## src/rtl/avsel_i2c_pkg.sv

```systemverilog
package avsel_i2c_pkg;

  typedef enum logic [1:0] {
    STRAP_LOW  = 2'b00,
    STRAP_MID  = 2'b01,
    STRAP_HIGH = 2'b10
  } strap_lvl_e;

  typedef enum logic [2:0] {
    ST_IDLE,
    ST_ADDR,
    ST_WDATA,
    ST_ACK,
    ST_RDATA,
    ST_RACK
  } link_state_e;

  // {open, sel} pair reported for one three-level strap
  function automatic logic [1:0] strap_pair(input logic [1:0] code);
    case (code)
      STRAP_LOW:  strap_pair = 2'b01;
      STRAP_HIGH: strap_pair = 2'b10;
      default:    strap_pair = 2'b00;
    endcase
  endfunction

endpackage

```

## src/rtl/avsel_bus_edge.sv

```systemverilog
module avsel_bus_edge (
  input  logic clk,
  input  logic rst,
  input  logic scl_i,
  input  logic sda_i,
  output logic scl_rise,
  output logic scl_fall,
  output logic start_det,
  output logic stop_det
);
  logic scl_q, sda_q;

  always_ff @(posedge clk) begin
    if (rst) begin
      scl_q <= 1'b1;
      sda_q <= 1'b1;
    end else begin
      scl_q <= scl_i;
      sda_q <= sda_i;
    end
  end

  always_comb begin
    scl_rise  = scl_i & ~scl_q;
    scl_fall  = ~scl_i & scl_q;
    start_det = scl_i & scl_q & sda_q & ~sda_i;
    stop_det  = scl_i & scl_q & ~sda_q & sda_i;
  end
endmodule

```

## src/rtl/avsel_link_fsm.sv

```systemverilog
module avsel_link_fsm
  import avsel_i2c_pkg::*;
#(
  parameter int DATA_W            = 8,
  parameter int ADDR_W            = 7,
  parameter logic [ADDR_W-1:0] BASE_ADDR = 7'h48,
  parameter int NUM_CTRL          = 2,
  localparam int SEL_W            = (NUM_CTRL > 1) ? $clog2(NUM_CTRL) : 1,
  localparam int CNT_W            = $clog2(DATA_W + 1),
  localparam int WC_W             = $clog2(NUM_CTRL + 1)
) (
  input  logic              clk,
  input  logic              rst,
  input  logic              sda_i,
  input  logic              addr_sel_i,
  input  logic              scl_rise,
  input  logic              scl_fall,
  input  logic              start_det,
  input  logic              stop_det,
  input  logic [DATA_W-1:0] status_byte,
  output logic              wr_stb,
  output logic [SEL_W-1:0]  wr_sel,
  output logic [DATA_W-1:0] wr_data,
  output logic              rd_start,
  output logic              sda_oe
);
  localparam logic [CNT_W-1:0] BYTE_END = CNT_W'(DATA_W);
  localparam logic [WC_W-1:0]  WC_LAST  = WC_W'(NUM_CTRL);

  link_state_e         state;
  logic [CNT_W-1:0]    bitcnt;
  logic [DATA_W-1:0]   sh;
  logic                rw_q;
  logic                mack_q;
  logic [WC_W-1:0]     wcnt;
  logic [ADDR_W-1:0]   my_addr;

  assign my_addr = {BASE_ADDR[ADDR_W-1:1], addr_sel_i};

  always_ff @(posedge clk) begin
    if (rst) begin
      state    <= ST_IDLE;
      bitcnt   <= '0;
      sh       <= '0;
      rw_q     <= 1'b0;
      mack_q   <= 1'b0;
      wcnt     <= '0;
      sda_oe   <= 1'b0;
      wr_stb   <= 1'b0;
      wr_sel   <= '0;
      wr_data  <= '0;
      rd_start <= 1'b0;
    end else begin
      wr_stb   <= 1'b0;
      rd_start <= 1'b0;
      if (start_det) begin
        state  <= ST_ADDR;
        bitcnt <= '0;
        wcnt   <= '0;
        rw_q   <= 1'b0;
        sda_oe <= 1'b0;
      end else if (stop_det) begin
        state  <= ST_IDLE;
        sda_oe <= 1'b0;
      end else begin
        case (state)
          ST_ADDR, ST_WDATA: begin
            if (scl_rise && bitcnt != BYTE_END) begin
              sh     <= {sh[DATA_W-2:0], sda_i};
              bitcnt <= bitcnt + 1'b1;
            end else if (scl_fall && bitcnt == BYTE_END) begin
              if (state == ST_ADDR) begin
                if (sh[DATA_W-1:1] == my_addr) begin
                  rw_q   <= sh[0];
                  sda_oe <= 1'b1;
                  state  <= ST_ACK;
                end else begin
                  state  <= ST_IDLE;
                end
              end else begin
                sda_oe <= 1'b1;
                state  <= ST_ACK;
                if (wcnt != WC_LAST) begin
                  wr_stb  <= 1'b1;
                  wr_sel  <= SEL_W'(wcnt);
                  wr_data <= sh;
                  wcnt    <= wcnt + 1'b1;
                end
              end
            end
          end
          ST_ACK: begin
            if (scl_fall) begin
              bitcnt <= '0;
              if (rw_q) begin
                state    <= ST_RDATA;
                sh       <= status_byte;
                sda_oe   <= ~status_byte[DATA_W-1];
                rd_start <= 1'b1;
              end else begin
                state  <= ST_WDATA;
                sda_oe <= 1'b0;
              end
            end
          end
          ST_RDATA: begin
            if (scl_rise) begin
              bitcnt <= bitcnt + 1'b1;
            end else if (scl_fall) begin
              if (bitcnt == BYTE_END) begin
                sda_oe <= 1'b0;
                state  <= ST_RACK;
              end else begin
                sh     <= {sh[DATA_W-2:0], 1'b0};
                sda_oe <= ~sh[DATA_W-2];
              end
            end
          end
          ST_RACK: begin
            if (scl_rise) begin
              mack_q <= ~sda_i;
            end else if (scl_fall) begin
              if (mack_q) begin
                bitcnt   <= '0;
                state    <= ST_RDATA;
                sh       <= status_byte;
                sda_oe   <= ~status_byte[DATA_W-1];
                rd_start <= 1'b1;
              end else begin
                state <= ST_IDLE;
              end
            end
          end
          default: ;
        endcase
      end
    end
  end
endmodule

```

## src/rtl/avsel_ctrl_bank.sv

```systemverilog
module avsel_ctrl_bank
  import avsel_i2c_pkg::*;
#(
  parameter int DATA_W   = 8,
  parameter int NUM_CTRL = 2,
  localparam int SEL_W   = (NUM_CTRL > 1) ? $clog2(NUM_CTRL) : 1
) (
  input  logic                           clk,
  input  logic                           rst,
  input  logic                           wr_stb,
  input  logic [SEL_W-1:0]               wr_sel,
  input  logic [DATA_W-1:0]              wr_data,
  input  logic                           rd_start,
  input  logic [1:0]                     strap1_i,
  input  logic [1:0]                     strap2_i,
  output logic [NUM_CTRL-1:0][DATA_W-1:0] ctrl_q,
  output logic [DATA_W-1:0]              status_byte
);
  logic por_flag;

  for (genvar gi = 0; gi < NUM_CTRL; gi++) begin : g_reg
    always_ff @(posedge clk) begin
      if (rst)
        ctrl_q[gi] <= '0;
      else if (wr_stb && wr_sel == SEL_W'(gi))
        ctrl_q[gi] <= wr_data;
    end
  end

  always_ff @(posedge clk) begin
    if (rst)
      por_flag <= 1'b1;
    else if (rd_start)
      por_flag <= 1'b0;
  end

  assign status_byte = {por_flag, strap_pair(strap1_i), strap_pair(strap2_i),
                        {(DATA_W-5){1'b0}}};
endmodule

```

## src/rtl/avsel_i2c_slave.sv

```systemverilog
module avsel_i2c_slave
  import avsel_i2c_pkg::*;
#(
  parameter int DATA_W                    = 8,
  parameter int ADDR_W                    = 7,
  parameter logic [ADDR_W-1:0] BASE_ADDR  = 7'h48,
  localparam int NUM_CTRL                 = 2,
  localparam int SEL_W                    = $clog2(NUM_CTRL)
) (
  input  logic              clk,
  input  logic              rst,
  input  logic              scl_i,
  input  logic              sda_i,
  input  logic              addr_sel_i,
  input  logic [1:0]        strap1_i,
  input  logic [1:0]        strap2_i,
  output logic              sda_oe_o,
  output logic [DATA_W-1:0] ctrl1_o,
  output logic [DATA_W-1:0] ctrl2_o
);
  logic scl_rise, scl_fall, start_det, stop_det;
  logic wr_stb, rd_start;
  logic [SEL_W-1:0] wr_sel;
  logic [DATA_W-1:0] wr_data, status_byte;
  logic [NUM_CTRL-1:0][DATA_W-1:0] ctrl_q;

  avsel_bus_edge u_edge (
    .clk(clk), .rst(rst), .scl_i(scl_i), .sda_i(sda_i),
    .scl_rise(scl_rise), .scl_fall(scl_fall),
    .start_det(start_det), .stop_det(stop_det)
  );

  avsel_link_fsm #(
    .DATA_W(DATA_W), .ADDR_W(ADDR_W), .BASE_ADDR(BASE_ADDR), .NUM_CTRL(NUM_CTRL)
  ) u_fsm (
    .clk(clk), .rst(rst), .sda_i(sda_i), .addr_sel_i(addr_sel_i),
    .scl_rise(scl_rise), .scl_fall(scl_fall),
    .start_det(start_det), .stop_det(stop_det),
    .status_byte(status_byte),
    .wr_stb(wr_stb), .wr_sel(wr_sel), .wr_data(wr_data),
    .rd_start(rd_start), .sda_oe(sda_oe_o)
  );

  avsel_ctrl_bank #(
    .DATA_W(DATA_W), .NUM_CTRL(NUM_CTRL)
  ) u_bank (
    .clk(clk), .rst(rst), .wr_stb(wr_stb), .wr_sel(wr_sel), .wr_data(wr_data),
    .rd_start(rd_start), .strap1_i(strap1_i), .strap2_i(strap2_i),
    .ctrl_q(ctrl_q), .status_byte(status_byte)
  );

  assign ctrl1_o = ctrl_q[0];
  assign ctrl2_o = ctrl_q[1];
endmodule

```

## config.mk

```make
export PLATFORM = sky130hd
export DESIGN_NAME = avsel_i2c_slave
export DESIGN_NICKNAME = d
export VERILOG_FILES = /design/src/rtl/avsel_i2c_pkg.sv /design/src/rtl/avsel_bus_edge.sv /design/src/rtl/avsel_link_fsm.sv /design/src/rtl/avsel_ctrl_bank.sv /design/src/rtl/avsel_i2c_slave.sv
export SDC_FILE = /design/constraint.sdc
export NUM_CORES = 1
export LEC_CHECK = 0
export BUFFER_PORTS_ARGS = -buffer_cell sky130_fd_sc_hd__buf_2
export CAP_MARGIN = 20
export CORE_ASPECT_RATIO = 1.75
export CORE_MARGIN = 2
export CORE_UTILIZATION = 58
export DETAILED_ROUTE_END_ITERATION = 16
export PLACE_DENSITY = 0.76
export SYNTH_ARGS = -nofsm -noshare
export SYNTH_HDL_FRONTEND = slang
export SYNTH_SLANG_ARGS = --single-unit
export TNS_END_PERCENT = 30
```

## constraint.sdc

```tcl
create_clock -name clk -period 2.46 [get_ports clk]
set_clock_uncertainty 0.1 [all_clocks]
set_input_delay 0.123 -clock clk [delete_from_list [all_inputs] [get_ports clk]]
set_output_delay 0.123 -clock clk [all_outputs]
set_load 0.01 [all_outputs]
```

==> flow_summary.json <==
{
  "status": "finished, final reports clean",
  "post-route-min-period_ns": 2.27,
  "final_cell_mix": "50 x dfxtp_1, 28 x nor2_1, 25 x a21oi_1, 25 x buf_2, 19 x mux2i_1",
  "ff2ff_setup_slack_ns": 0.19,
  "drive_gt1_share_pct": 19.1,
  "critical_path_class": "reg -> reg",
  "coreArea_mm2": 0.00390,
  "worst_pin_slew_ns": 0.593,
  "hold_end": "u_fsm.rd_start",
  "hold_viol": 0,
  "fp.dieArea_mm2": 0.00467,
  "syn-num-nets": 276,
  "io-pin-count": 26,
  "slowest_delay_ns": 0.48,
  "antenna_found_initial": 0,
  "rr_endpoint": "u_fsm.sh[3]",
  "io_buffer_count": 25,
  "synth_edf_count": 0,
  "crit_path_top_delay_cell": "or3_1",
  "whs_ns": 0.0219,
  "layout.cells.most_common": "dfxtp_1",
  "fin_crit_sh_pct": 92.1,
  "vias": 2023,
  "pre_cts_slack_ns": 0.364,
  "worst_setup_path_start_kind": "flop",
  "gp_congestion": 0.897,
  "seqPwrFrac_pct": 54.4,
  "grt_pass1_wl_um": 8990,
  "ant_nets": 0,
  "grt_use_total_pct": 25.9,
  "hp-class": "in -> reg",
  "die_w_um": 52.5,
  "clk_pin_slew_ns": 0.09,
  "layout-area-overhead-vs-synth_pct": 11.7,
  "cts_sinks": 50,
  "synth_cell_type_count": 59,
  "setup_viol": 0,
  "synthCells": 264,
  "fin_nets": 299,
  "dp_hpwl_um": 3960,
  "overflow": 0,
  "clk_latency_ns": 0.31,
  "ir_worst_vdd_uv": 357,
  "leakagePower_uw": 0.00112,
  "internal_power_uw": 1170,
  "drtPass1Iterations": 4,
  "fmax_mhz": 441,
  "p_sw_uw": 369,
  "clock_power_share_pct": 38.2,
  "path_max_fanout": 7,
  "syn_avg_cell_area_um2": 9.04,
  "ys_ff_latch": 50,
  "route.detailed.drc": 0,
  "rows": 30,
  "ys.flop_type": "dfxtp_1",
  "yosysWarnings": 0,
  "required_ns": 2.55,
  "min-delay-start": "scl_i",
  "worst_slack_ns": 0.193,
  "antenna_cells": 0,
  "regToRegStartpoint": "u_fsm.bitcnt[0]",
  "async_flop_share_pct": 0,
  "cts_root_buf": "clkbuf_8",
  "drv_slew": 0,
  "cts_max_level": 2,
  "clockBufferDepth": 2,
  "seq_area_frac_synth_pct": 41.9,
  "power_density_mw_per_mm2": 579,
  "final.setup.tns_ns": 0,
  "grt_pass1_vias": 1940,
  "syn_area_mm2": 0.00239,
  "switching_share_pct": 23.9,
  "worstPathCellList": "inv_1 -> ha_1 -> nand3b_2 -> a311oi_1 -> or3_1 -> a2111oi_0 -> nor3_1",
  "wl_um": 5320,
  "min_path_cells": 2,
  "initial_utilization_pct": 61.2,
  "fillers": 342,
  "arrival_ns": 2.36,
  "grt_max_degree": 33,
  "drv_cap": 0,
  "end_kind": "flop",
  "drt_iter0_drc": 42,
  "grt_setup_unrepaired": "false",
  "avgViaCountPerCell": 6.02,
  "reg2reg_depth": 7,
  "die_h_um": 88.9,
  "combPwrFrac_pct": 7.4,
  "wl_per_cell_um": 15.8,
  "slew-limit-headroom_pct": 59.9,
  "cts_tree": "done",
  "cts_buffers": 5
}
[metrics by stage]
stage	util [%]	power, uW	instances	area, um^2
final	68.3	1540	336	2670
after global routing	68.3	1610	336	2670
after CTS	68.3	1550	336	2670
after detailed placement	65.2	970	327	2540
after global placement	65.2	968	327	2540
after floorplan	-	937	264	2390
[cell type report]
type | instances | area [um^2] | share of cell area [%]
Timing Repair Buffer | 33 | 188 | 7.04
Multi-Input combinational cell | 192 | 1290 | 48.2
Clock inverter | 3 | 43.8 | 1.64
Inverter | 5 | 18.8 | 0.704
Sequential cell | 50 | 1000 | 37.5
Clock buffer | 5 | 68.8 | 2.58
Tap cell | 48 | 60.1 | 2.25
[timing repair]
item | 4_1_cts | 5_1_grt
resized for setup | 0 | 0
endpoints found under the hold margin | 2 | 0
setup buffers | 0 | 0
hold buffers | 1 | 0
[cells in the mapped netlist, types with 5 or more instances]
cell | instances | area, um^2
nand3_1 | 10 | 50.1
a21oi_1 | 25 | 125
nand2_1 | 17 | 63.8
mux2i_1 | 19 | 190
nor3_1 | 10 | 50.1
nor2_1 | 28 | 105
buf_2 | 5 | 25.0
clkbuf_1 | 8 | 30.0
dfxtp_1 | 50 | 1000
inv_1 | 5 | 18.8
o21ai_0 | 6 | 30.0
nor4b_1 | 5 | 43.8
[power by group through the flow]
stage	clock network, uW	logic (uW)	registers (uW)
3_3_place_gp	0	111	857
2_1_floorplan	0	86.0	850
4_1_cts	599	114	839
3_5_place_dp	0	113	857
6_report	589	115	839
5_1_grt	637	128	842
[registers in the layout, summed over array words and instances (netlist names), 2 cells and up]
register       flops
u_fsm.bitcnt       4
u_fsm.state        3
u_bank.ctrl_q     16
u_fsm.wcnt         2
u_fsm.sh           8
u_fsm.wr_data      8
[critical path: cells and delay by family, from the launching register on]
family | cells | cell delay, ns
compound gates | 2 | 0.59
fa+ha+maj | 1 | 0.22
buf+inv | 1 | 0.08
flops | 1 | 0.42
simple gates | 3 | 0.74
[worst max path at each step]
stage / start / endpoint / cells past startpoint / slack (ns)
6_report: u_fsm.bitcnt[0] / u_fsm.sh[3] / 7 / 0.19
5_1_grt: u_fsm.bitcnt[0] / u_fsm.sh[3] / 7 / 0.03
4_1_cts: u_fsm.bitcnt[0] / u_fsm.sh[3] / 7 / 0.27
3_5_place_dp: u_fsm.bitcnt[0] / u_fsm.sh[6] / 7 / 0.36
3_3_place_gp: u_fsm.bitcnt[0] / u_fsm.sh[6] / 7 / 0.38
2_1_floorplan: u_fsm.bitcnt[0] / u_fsm.sh[3] / 7 / 0.55
[cells by family after synthesis]
logic type | count (synthesis) | share of synthesized area [%]
flops | 50 | 41.9
simple gates | 105 | 23.8
compound gates | 61 | 18.8
fa+ha+maj | 3 | 1.57
buf+inv | 22 | 4.19
mux | 19 | 7.97
xor+xnor | 4 | 1.78
[metal layers]
layer	share of wire, %	global-route usage [%]
met4	3.7	13.5
met3	3.2	4.39
met5	0	0
met2	55	48.5
met1	38	26.3
(Power assumes the default switching activity.)
